**config.mk**
```make
export PLATFORM = sky130hd
export DESIGN_NAME = ac97_link_tx
export DESIGN_NICKNAME = d
export VERILOG_FILES = /design/src/rtl/ac97_tx_pkg.sv /design/src/rtl/ac97_slot_sched.sv /design/src/rtl/ac97_link_gate.sv /design/src/rtl/ac97_slot_shifter.sv /design/src/rtl/ac97_link_tx.sv
export SDC_FILE = /design/constraint.sdc
export NUM_CORES = 1
export LEC_CHECK = 0
export ABC_AREA = 1
export CORE_UTILIZATION = 49
export DETAILED_ROUTE_END_ITERATION = 10
export PLACE_DENSITY = 0.77
export SETUP_SLACK_MARGIN = 0.1
export SLEW_MARGIN = 10
export SYNTH_ARGS = -nofsm -noshare
export SYNTH_HDL_FRONTEND = slang
export SYNTH_SLANG_ARGS = --single-unit
export TNS_END_PERCENT = 100
```
**constraint.sdc**
```tcl
create_clock -name clk -period 1.6 [get_ports clk]
set_clock_uncertainty 0.1 [all_clocks]
set_input_delay 0.16 -clock clk [delete_from_list [all_inputs] [get_ports clk]]
set_output_delay 0.16 -clock clk [all_outputs]
set_load 0.005 [all_outputs]
```
**src/rtl/ac97_tx_pkg.sv**
```systemverilog
// Shared types and helpers for the link transmitter.
// Assumes the tag slot is never wider than a data slot.
package ac97_tx_pkg;

    // Link gating state: silent, armed for the next frame, or sending.
    typedef enum logic [1:0] {
        LINK_IDLE  = 2'd0,
        LINK_ARMED = 2'd1,
        LINK_SEND  = 2'd2
    } link_state_e;

    // Width in bits of slot idx, given the tag and data slot widths.
    function automatic int slot_bits(input int idx, input int tag_w, input int slot_w);
        return (idx == 0) ? tag_w : slot_w;
    endfunction

endpackage

```
**src/rtl/ac97_slot_sched.sv**
```systemverilog
// Frame timing: detects the sync rising edge and tracks slot index and bit
// offset within the slot. Flags every edge where a new slot is loaded.
// Assumes SLOT_W >= TAG_W and N_SLOTS >= 2.
module ac97_slot_sched #(
    parameter int TAG_W   = 16,
    parameter int SLOT_W  = 20,
    parameter int N_SLOTS = 13,
    localparam int IDX_W  = $clog2(N_SLOTS),
    localparam int BIT_W  = $clog2(SLOT_W)
) (
    input  logic             clk,
    input  logic             rst_n,
    input  logic             sync_i,
    output logic             sync_edge_o,
    output logic             load_o,
    output logic             tag_o,
    output logic             in_frame_o,
    output logic [IDX_W-1:0] slot_o,
    output logic [BIT_W-1:0] bit_o
);
    import ac97_tx_pkg::*;

    localparam logic [IDX_W-1:0] LAST_SLOT = IDX_W'(N_SLOTS - 1);

    logic             sync_q;
    logic             in_frame_q;
    logic [IDX_W-1:0] slot_q;
    logic [BIT_W-1:0] bit_q;
    logic [BIT_W-1:0] last_bit_idx;
    logic             at_slot_end;
    logic             sync_edge;

    // Rising edge of sync as seen at this clock.
    assign sync_edge = sync_i & ~sync_q;

    // Last bit offset of the slot in progress.
    always_comb begin
        last_bit_idx = (slot_q == '0) ? BIT_W'(TAG_W - 1) : BIT_W'(SLOT_W - 1);
        at_slot_end  = in_frame_q && (bit_q == last_bit_idx);
    end

    // Load a new slot on frame start or on the boundary between slots.
    assign load_o      = sync_edge | (at_slot_end && (slot_q != LAST_SLOT));
    assign tag_o       = sync_edge;
    assign sync_edge_o = sync_edge;
    assign in_frame_o  = in_frame_q;
    assign slot_o      = slot_q;
    assign bit_o       = bit_q;

    // Advance the slot and bit position; every sync edge restarts the frame.
    always_ff @(posedge clk) begin
        if (!rst_n) begin
            sync_q     <= 1'b0;
            in_frame_q <= 1'b0;
            slot_q     <= '0;
            bit_q      <= '0;
        end else begin
            sync_q <= sync_i;
            if (sync_edge) begin
                in_frame_q <= 1'b1;
                slot_q     <= '0;
                bit_q      <= '0;
            end else if (at_slot_end) begin
                bit_q <= '0;
                if (slot_q == LAST_SLOT) begin
                    in_frame_q <= 1'b0;
                    slot_q     <= '0;
                end else begin
                    slot_q <= slot_q + 1'b1;
                end
            end else if (in_frame_q) begin
                bit_q <= bit_q + 1'b1;
            end
        end
    end

    AST_BIT_IN_SLOT: assert property (@(posedge clk) disable iff (!rst_n)
        in_frame_q |-> (int'(bit_q) < slot_bits(int'(slot_q), TAG_W, SLOT_W)));

    AST_SYNC_RESTARTS: assert property (@(posedge clk) disable iff (!rst_n)
        sync_edge |=> (in_frame_q && slot_q == '0 && bit_q == '0));

    AST_HELD_SYNC_NO_EDGE: assert property (@(posedge clk) disable iff (!rst_n)
        (sync_i && $past(sync_i)) |-> !tag_o);

endmodule

```
**src/rtl/ac97_link_gate.sv**
```systemverilog
// Codec-ready gating. A ready strobe arms the link, and the next frame start
// begins sending. A not-ready strobe silences the link at once.
// Assumes at most one strobe per frame from the companion receiver.
module ac97_link_gate (
    input  logic clk,
    input  logic rst_n,
    input  logic sync_edge_i,
    input  logic rdy_i,
    input  logic rdy_stb_i,
    output logic live_o,
    output logic sending_o,
    output logic kill_o
);
    import ac97_tx_pkg::*;

    link_state_e state_q, state_d;

    // Next link state: a not-ready report wins over everything else.
    always_comb begin
        state_d = state_q;
        if (rdy_stb_i && !rdy_i) begin
            state_d = LINK_IDLE;
        end else begin
            case (state_q)
                LINK_IDLE:  if (rdy_stb_i) state_d = LINK_ARMED;
                LINK_ARMED: if (sync_edge_i) state_d = LINK_SEND;
                LINK_SEND:  state_d = LINK_SEND;
                default:    state_d = LINK_IDLE;
            endcase
        end
    end

    // A slot loaded on this edge carries data only if the link sends afterwards.
    assign live_o    = (state_d == LINK_SEND);
    assign sending_o = (state_q == LINK_SEND);
    assign kill_o    = (state_q == LINK_SEND) && rdy_stb_i && !rdy_i;

    // Hold the link state.
    always_ff @(posedge clk) begin
        if (!rst_n) state_q <= LINK_IDLE;
        else        state_q <= state_d;
    end

    AST_SEND_AT_FRAME_START: assert property (@(posedge clk) disable iff (!rst_n)
        $rose(state_q == LINK_SEND) |-> $past(sync_edge_i));

    AST_NOT_READY_SILENCES: assert property (@(posedge clk) disable iff (!rst_n)
        (rdy_stb_i && !rdy_i) |=> (state_q == LINK_IDLE));

endmodule

```
**src/rtl/ac97_slot_shifter.sv**
```systemverilog
// Slot shift register. It loads a FIFO word MSB-aligned, or zeros when the
// link is silent or the FIFO is empty, then shifts one bit per clock.
// Assumes WORD_W >= SLOT_W >= TAG_W.
module ac97_slot_shifter #(
    parameter int TAG_W  = 16,
    parameter int SLOT_W = 20,
    parameter int WORD_W = 20,
    localparam int PAD_W = SLOT_W - TAG_W
) (
    input  logic              clk,
    input  logic              rst_n,
    input  logic              load_i,
    input  logic              tag_i,
    input  logic              live_i,
    input  logic              kill_i,
    input  logic              valid_i,
    input  logic [WORD_W-1:0] word_i,
    output logic              sdo_o
);
    logic [SLOT_W-1:0] sh_q;
    logic [SLOT_W-1:0] tag_img;
    logic [SLOT_W-1:0] data_img;

    // MSB-align the tag word; the variant depends on whether padding exists.
    generate
        if (PAD_W > 0) begin : g_tag_pad
            assign tag_img = {word_i[TAG_W-1:0], {PAD_W{1'b0}}};
        end else begin : g_tag_full
            assign tag_img = word_i[SLOT_W-1:0];
        end
    endgenerate

    assign data_img = word_i[SLOT_W-1:0];
    assign sdo_o    = sh_q[SLOT_W-1];

    // Load on slot start, clear on stop, otherwise shift toward the MSB.
    always_ff @(posedge clk) begin
        if (!rst_n) begin
            sh_q <= '0;
        end else if (load_i) begin
            if (live_i && valid_i) sh_q <= tag_i ? tag_img : data_img;
            else                   sh_q <= '0;
        end else if (kill_i) begin
            sh_q <= '0;
        end else begin
            sh_q <= {sh_q[SLOT_W-2:0], 1'b0};
        end
    end

    generate
        if (PAD_W > 0) begin : g_pad_chk
            AST_TAG_PAD_ZERO: assert property (@(posedge clk) disable iff (!rst_n)
                (load_i && tag_i) |=> (sh_q[PAD_W-1:0] == '0));
        end
    endgenerate

endmodule

```
**src/rtl/ac97_link_tx.sv**
```systemverilog
// AC97 link frame transmitter top. It ties frame timing, ready gating and the
// slot shifter together, and requests one FIFO word per slot while sending.
// Assumes the FIFO presents its head word with fifo_valid_i and
// pops on fifo_rd_o && fifo_valid_i at the clock edge.
module ac97_link_tx #(
    parameter int TAG_W   = 16,
    parameter int SLOT_W  = 20,
    parameter int N_SLOTS = 13,
    parameter int WORD_W  = 20
) (
    input  logic              clk,
    input  logic              rst_n,
    input  logic              sync_i,
    input  logic              rdy_i,
    input  logic              rdy_stb_i,
    input  logic [WORD_W-1:0] fifo_data_i,
    input  logic              fifo_valid_i,
    output logic              fifo_rd_o,
    output logic              sdo_o,
    output logic              underflow_o
);
    localparam int IDX_W = $clog2(N_SLOTS);
    localparam int BIT_W = $clog2(SLOT_W);

    logic             sync_edge;
    logic             load;
    logic             tag;
    logic             in_frame;
    logic [IDX_W-1:0] slot;
    logic [BIT_W-1:0] bit_pos;
    logic             live;
    logic             sending;
    logic             kill;

    ac97_slot_sched #(
        .TAG_W   (TAG_W),
        .SLOT_W  (SLOT_W),
        .N_SLOTS (N_SLOTS)
    ) u_sched (
        .clk         (clk),
        .rst_n       (rst_n),
        .sync_i      (sync_i),
        .sync_edge_o (sync_edge),
        .load_o      (load),
        .tag_o       (tag),
        .in_frame_o  (in_frame),
        .slot_o      (slot),
        .bit_o       (bit_pos)
    );

    ac97_link_gate u_gate (
        .clk         (clk),
        .rst_n       (rst_n),
        .sync_edge_i (sync_edge),
        .rdy_i       (rdy_i),
        .rdy_stb_i   (rdy_stb_i),
        .live_o      (live),
        .sending_o   (sending),
        .kill_o      (kill)
    );

    ac97_slot_shifter #(
        .TAG_W  (TAG_W),
        .SLOT_W (SLOT_W),
        .WORD_W (WORD_W)
    ) u_shift (
        .clk     (clk),
        .rst_n   (rst_n),
        .load_i  (load),
        .tag_i   (tag),
        .live_i  (live),
        .kill_i  (kill),
        .valid_i (fifo_valid_i),
        .word_i  (fifo_data_i),
        .sdo_o   (sdo_o)
    );

    // Request a word at each slot start of a sending frame; flag a missing word.
    assign fifo_rd_o   = load && live;
    assign underflow_o = load && live && !fifo_valid_i;

    AST_QUIET_WHEN_NOT_SENDING: assert property (@(posedge clk) disable iff (!rst_n)
        !sending |-> !sdo_o);

    AST_UNDERFLOW_ZERO_SLOT: assert property (@(posedge clk) disable iff (!rst_n)
        underflow_o |=> !sdo_o);

    AST_POP_AT_SLOT_START: assert property (@(posedge clk) disable iff (!rst_n)
        (fifo_rd_o && !sync_edge) |-> (in_frame && bit_pos != '0));

endmodule

```
## Word-level counts from Yosys, hierarchy flattened

Cells that the tools add are included.

- Word-level logic and storage cells: 48
- Bits in registers: 33
- Output and inout port bits: 3

- Bitwise gates (word level): 4
- Add/subtract/negate cells: 2
- Reduce and logical (&&, ||, !) cells: 17
- Mux-type cells: 13
- Equality and inequality tests: 6

Operators by type and width:

| cell | number |
|---|---|
| $mux W20 | 4 |
| $logic_and A1 B1 Y1 | 8 |
| $mux W2 | 3 |
| $pmux W2 S3 | 1 |
| $add A5 B1 Y5 const B | 1 |
| $eq A5 B5 Y1 | 1 |
| $mux W5 | 1 |
| $add A4 B1 Y4 const B | 1 |
| $eq A2 B2 Y1 const B | 2 |
| $eq A4 B4 Y1 const B | 1 |
| $logic_not A4 Y1 | 1 |
| $mux W4 | 1 |
| $ne A4 B4 Y1 const B | 1 |
| $reduce_bool A2 Y1 | 2 |
| $mux W1 | 3 |
| $reduce_or A3 Y1 | 1 |
| $eq A2 B1 Y1 const B | 1 |
| $logic_not A1 Y1 | 2 |
| $logic_not A2 Y1 | 1 |
| $not A1 Y1 | 2 |
| $reduce_and A2 Y1 | 1 |
| $reduce_or A2 Y1 | 1 |
| $and A1 B1 Y1 | 1 |
| $or A1 B1 Y1 | 1 |

## Logic depth before layout (Yosys ltp)

- Word-level depth: 9
- Mapped depth: 11
- Mapped depth without buffers: 10

## Modules after synthesis

A second synthesis with hierarchy kept.

- Cell total of the unflattened synthesis: 259
- Area, all modules: 1695.4 um^2

By module, submodules not included:

| module | area each (um^2) | instances | cells an instance |
|---|---|---|---|
| ac97_slot_shifter | 934.6 | 1 | 151 |
| ac97_slot_sched | 616.8 | 1 | 82 |
| ac97_link_gate | 130.1 | 1 | 23 |
| ac97_link_tx | 13.8 | 1 | 3 |

## Worst setup path before layout

Ideal clock, no wire load.

- Kind: reg-to-output
- Start point: reg u_sched.slot_q[0], in the netlist u_sched.slot_o[0]
- End point: out underflow_o
- Stages on the path, launching flop included: 9
- Setup slack: -0.031 ns
- Path buffers: 1
- Arrival: 1.371 ns
- Data required time: 1.340 ns
- Cells stage by stage: dfxtp_1 > inv_1 > ha_1 > nand3_2 > a21boi_2 > nand4_4 > nand2_2 > buf_6 > nor3b_2

- Longest elaborated chain between the ends: 8

RTL lines:

| what | line | text |
|---|---|---|
| start, declared | ac97_slot_sched.sv:27 | `logic [IDX_W-1:0] slot_q;` |
| start signal, assigned | ac97_slot_sched.sv:69 | `slot_q <= slot_q + 1'b1;` |
| $logic_not A4 Y1 | ac97_slot_sched.sv:38 | `last_bit_idx = (slot_q == '0) ? BIT_W'(TAG_W - 1) : BIT_W'(SLOT_W - 1);` |
| $mux W5 | ac97_slot_sched.sv:38 |  |
| $eq A5 B5 Y1 | ac97_slot_sched.sv:39 | `at_slot_end = in_frame_q && (bit_q == last_bit_idx);` |
| $logic_and A1 B1 Y1 | ac97_slot_sched.sv:39 |  |
| $logic_and A1 B1 Y1 (*) | ac97_slot_sched.sv:43 | `assign load_o = sync_edge \| (at_slot_end && (slot_q != LAST_SLOT));` |
| $or A1 B1 Y1 (*) | ac97_slot_sched.sv:43 |  |
| $logic_and A1 B1 Y1 (*) (2 in series) | ac97_link_tx.sv:80 | `assign underflow_o = load && live && !fifo_valid_i;` |
| end, declared | ac97_link_tx.sv:20 | `output logic underflow_o` |

Every way passes the cells marked *; elsewhere a longest branch is shown, timed or not.

## Final worst setup path

- Start point: reg u_sched.slot_q[1], in the netlist u_sched.slot_o[1]
- End point: out underflow_o

Same word-level chain as after synthesis.

==> results.txt <==
Clock tree synthesis selected as its root buffer the cell clkbuf_8. Dividing total power by cell area gives a power density of 652.7 nW/µm². For the number of design-rule violations left by the first detailed-router iteration, the log shows 98.

The normalized max-slew margin came out at 0.7787. At the pin with the least slew margin, the transition time is 331.9 ps. For this design the static power due to leakage is 1.194 nW. The netlist uses 28 different library cells. The classification of the worst-slack hold path was primary input to flop. The run gives 0 as the number of maximum-capacitance constraint violations. The logs give -295.2 ps for the smallest setup slack after layout and 0 for the total congestion overflow.

Counting the buffers created by CTS gives 5. Layer carrying the most global-route usage: met2. 0 antenna diodes ended up in the layout. The worst register-to-register path begins at u_sched.slot_o[1]. The met2 capacity usage during global routing is 0.4652, and the proportion of layout cells with a drive suffix above 1 is 0.2521. The later pin in the worst-skew pair is clocked with a latency of 280 ps. For this run, the post-layout net count is 394. Setup repair after global routing could not meet its margin everywhere.

The run gives 4943 µm as the total wire length after detailed routing. The worst hold path begins at rst_n. TritonCTS built the clock tree. The setup TNS was -1571 ps; the number of warning messages in the yosys log was 0. The run finished, with violations left.

The wire-length estimate of the detail-placed layout is 3232 µm. The placement row count is 22. For the finished layout, the period the worst path requires is 1895 ps.

Entering global routing, the biggest net connects 23 pins. The number of design rule violations left after detail routing came out at 0. The die area is 4292 µm², and the number of global-route vias before repair is 1,944. Met1 usage in global routing: 0.2805. Pin placement for this block handled 29 I/O pins. The core region is 3771 µm². Summing all multi-input logic gate instances after layout gives 1119 µm². The layout overhead on the synthesized area is 38.99%. For the number of max-slew violations in the final report, the log shows 0.

The nature of the critical path startpoint was a flop. For this run, the top clock speed supported by timing is 0.5276 GHz. A synthesized cell averages 6.418 µm². The global router's overall resource usage is 0.2520, and the peak fanout along the critical path is 3. Initial core utilization: 0.5242.

Routability-driven placement finished with a final weighted congestion of 0.8219. The number of hold violations in the final report is 0. The most critical setup path has its startpoint at u_sched.slot_o[1].

Synthesis produced 308 cells. Once layout is done, the placed cells without fillers occupy 2748 µm². The global-route track usage on met3 came out at 0.05556.

The average detailed-routed wire length per instance works out to 11.97 µm. STA classifies the critical path endpoint as an output pin. Clock-pin slew was measured on the worst setup and hold paths at 70 ps. The run gives 664.4 µm² as the sequential cell area. The setup path with the least slack is of type flop to output pin. For the initial antenna violation count, the log shows 0. Counting the fill cells in the layout gives 295.

The number of optimization iterations in the first detailed-route pass is 4. The synthesized design contains 33 register bits. Counting every sink on the clock net gives 33.

Detailed routing inserted a total of 2,010 vias. The number of hold buffers added after CTS was 0. The cell area that synthesis handed to floorplanning was 1977 µm².

Hold is met by 355.1 ps. After detailed routing, the number of vias per cell comes to 4.867. The clock passes through at most 2 buffers. The H-tree generated during clock tree synthesis spans 2 levels. The share of the cycle needed by the critical path after routing is 1.185.

The final reports fail on negative setup slack. The first global-routing pass estimated 8162 µm of wire. Summing all placed instances gives a cell area of 2514 µm².

Count of nets left with antenna violations after detail routing: 0. Setup violations remaining at the end of the flow were counted as 22. Synthesis produced a netlist with a net count of 337. STA puts the critical path data required time at 1340 ps. The run gives 0.3342 as the sequential area share after synthesis.

From bottom edge to top edge, the die measures 65.52 µm. The number of port buffers came out at 28. The worst-case IR drop observed on VDD is 392.0 µV. In this run the horizontal extent of the chip is 65.52 µm. Data on the critical path arrives at its endpoint at 1640 ps.
## cell usage in the layout (no fill, tap or decap), drive strengths merged, types with 3 or more instances in the layout
cell type / netlist / final
clkbuf: 3 / 8
dfxtp: 33 / 33
nor2: 55 / 55
a21oi: 26 / 26
nand3: 26 / 26
buf: 12 / 37
nand2: 80 / 80
inv: 51 / 51
o21ai: 9 / 9
clkdlybuf4s50: 0 / 26
xor2: 3 / 3
ha: 3 / 3
## flip-flops by register name, indices dropped and copies added, names as in the netlist
name                flops
u_shift.sh_q           20
u_sched.bit_o           5
u_sched.slot_o          4
u_gate.state_q          2
u_sched.in_frame_o      1
u_sched.sync_q          1
## cell families (layout without fill, tap and decap cells)
group	count (synthesis)	in the layout	share of synthesized area
AND/OR/NAND/NOR	165	165	0.3703
XOR/XNOR	4	4	0.01772
adder cells (fa/ha/maj)	3	3	0.01899
buffers and inverters	66	123	0.1456
AO/OA/AOI/OAI	37	37	0.1133
flip-flops	33	33	0.3342
## synth_stat cells
library cell	instances	area share
nand2_1	77	0.15
nor2_1	50	0.095
inv_1	46	0.087
dfxtp_1	33	0.33
nand3_1	24	0.061
a21oi_1	19	0.048
buf_2	8	0.020
a21oi_2	7	0.031
o21ai_0	6	0.015
inv_2	5	0.0095
buf_6	4	0.023
nor2_2	4	0.013
clkbuf_1	3	0.0057
ha_1	3	0.019
xor2_1	3	0.013
nand2_2	2	0.0063
nand3_2	2	0.010
o21ai_1	2	0.0051
a21boi_2	1	0.0057
nand2_4	1	0.0057
nand4_4	1	0.011
nor2_8	1	0.010
nor3_1	1	0.0025
nor3b_1	1	0.0038
nor3b_2	1	0.0063
o211ai_1	1	0.0038
o21ai_2	1	0.0044
xnor2_1	1	0.0044
## final cells by class
cell class              instances  area share
flip-flops and latches         33      0.2418
well taps                      48     0.02186
repair buffers                 65      0.2281
clock buffers                   7     0.03142
multi-input cells             209      0.4071
inverters                      51     0.06967
## report_power, final
group / leakage [nW] / internal (mW) / switching, mW
registers: 0.268 / 0.833 / 0.00924
logic: 0.881 / 0.152 / 0.159
clock network: 0.0443 / 0.341 / 0.300
## per-stage QoR
stage | setup slack, ps | power [mW] | utilization | cells
2_1_floorplan | 15.63 | 1.009 | - | 308
3_3_place_gp | -426.9 | 1.133 | 0.6666 | 401
3_5_place_dp | -504.9 | 1.138 | 0.6666 | 401
4_1_cts | -279.9 | 1.771 | 0.6991 | 409
5_1_grt | -401.2 | 1.879 | 0.7286 | 413
6_report | -295.2 | 1.793 | 0.7286 | 413
## layer usage
layer  part of all wire  up-vias  routed length (µm)
met1               0.42      900                2074
met3              0.049        5                 241
li1                   -     1051                   -
met5                  0        -                   0
met2               0.52       54                2564
met4              0.013        0                  63
## path summary, 6_finish.rpt
check	endpoint	slack [ps]	cells past startpoint
hold / removal	u_sched.sync_q	360	3
hold reg to reg	u_sched.slot_o[2]	410	2
setup reg to reg	u_shift.sh_q[13]	-80	10
setup / recovery	underflow_o	-300	8
## critical path: stages, from the launching register on
cell and delay [ps]:
dfxtp_2 320, inv_2 70, ha_4 150, nand3_2 100, a21boi_4 180, nand4_4 140, nand2_2 100, nor3b_2 160
buf_2 140
## what timing repair did
action,in CTS,in global routing
pin swaps,4,5
setup endpoints to repair,31,32
buffers inserted,1,3
hold endpoints to repair,0,0
resized for setup,14,18
gates cloned,0,1
Power figures use the tool's default switching activity.
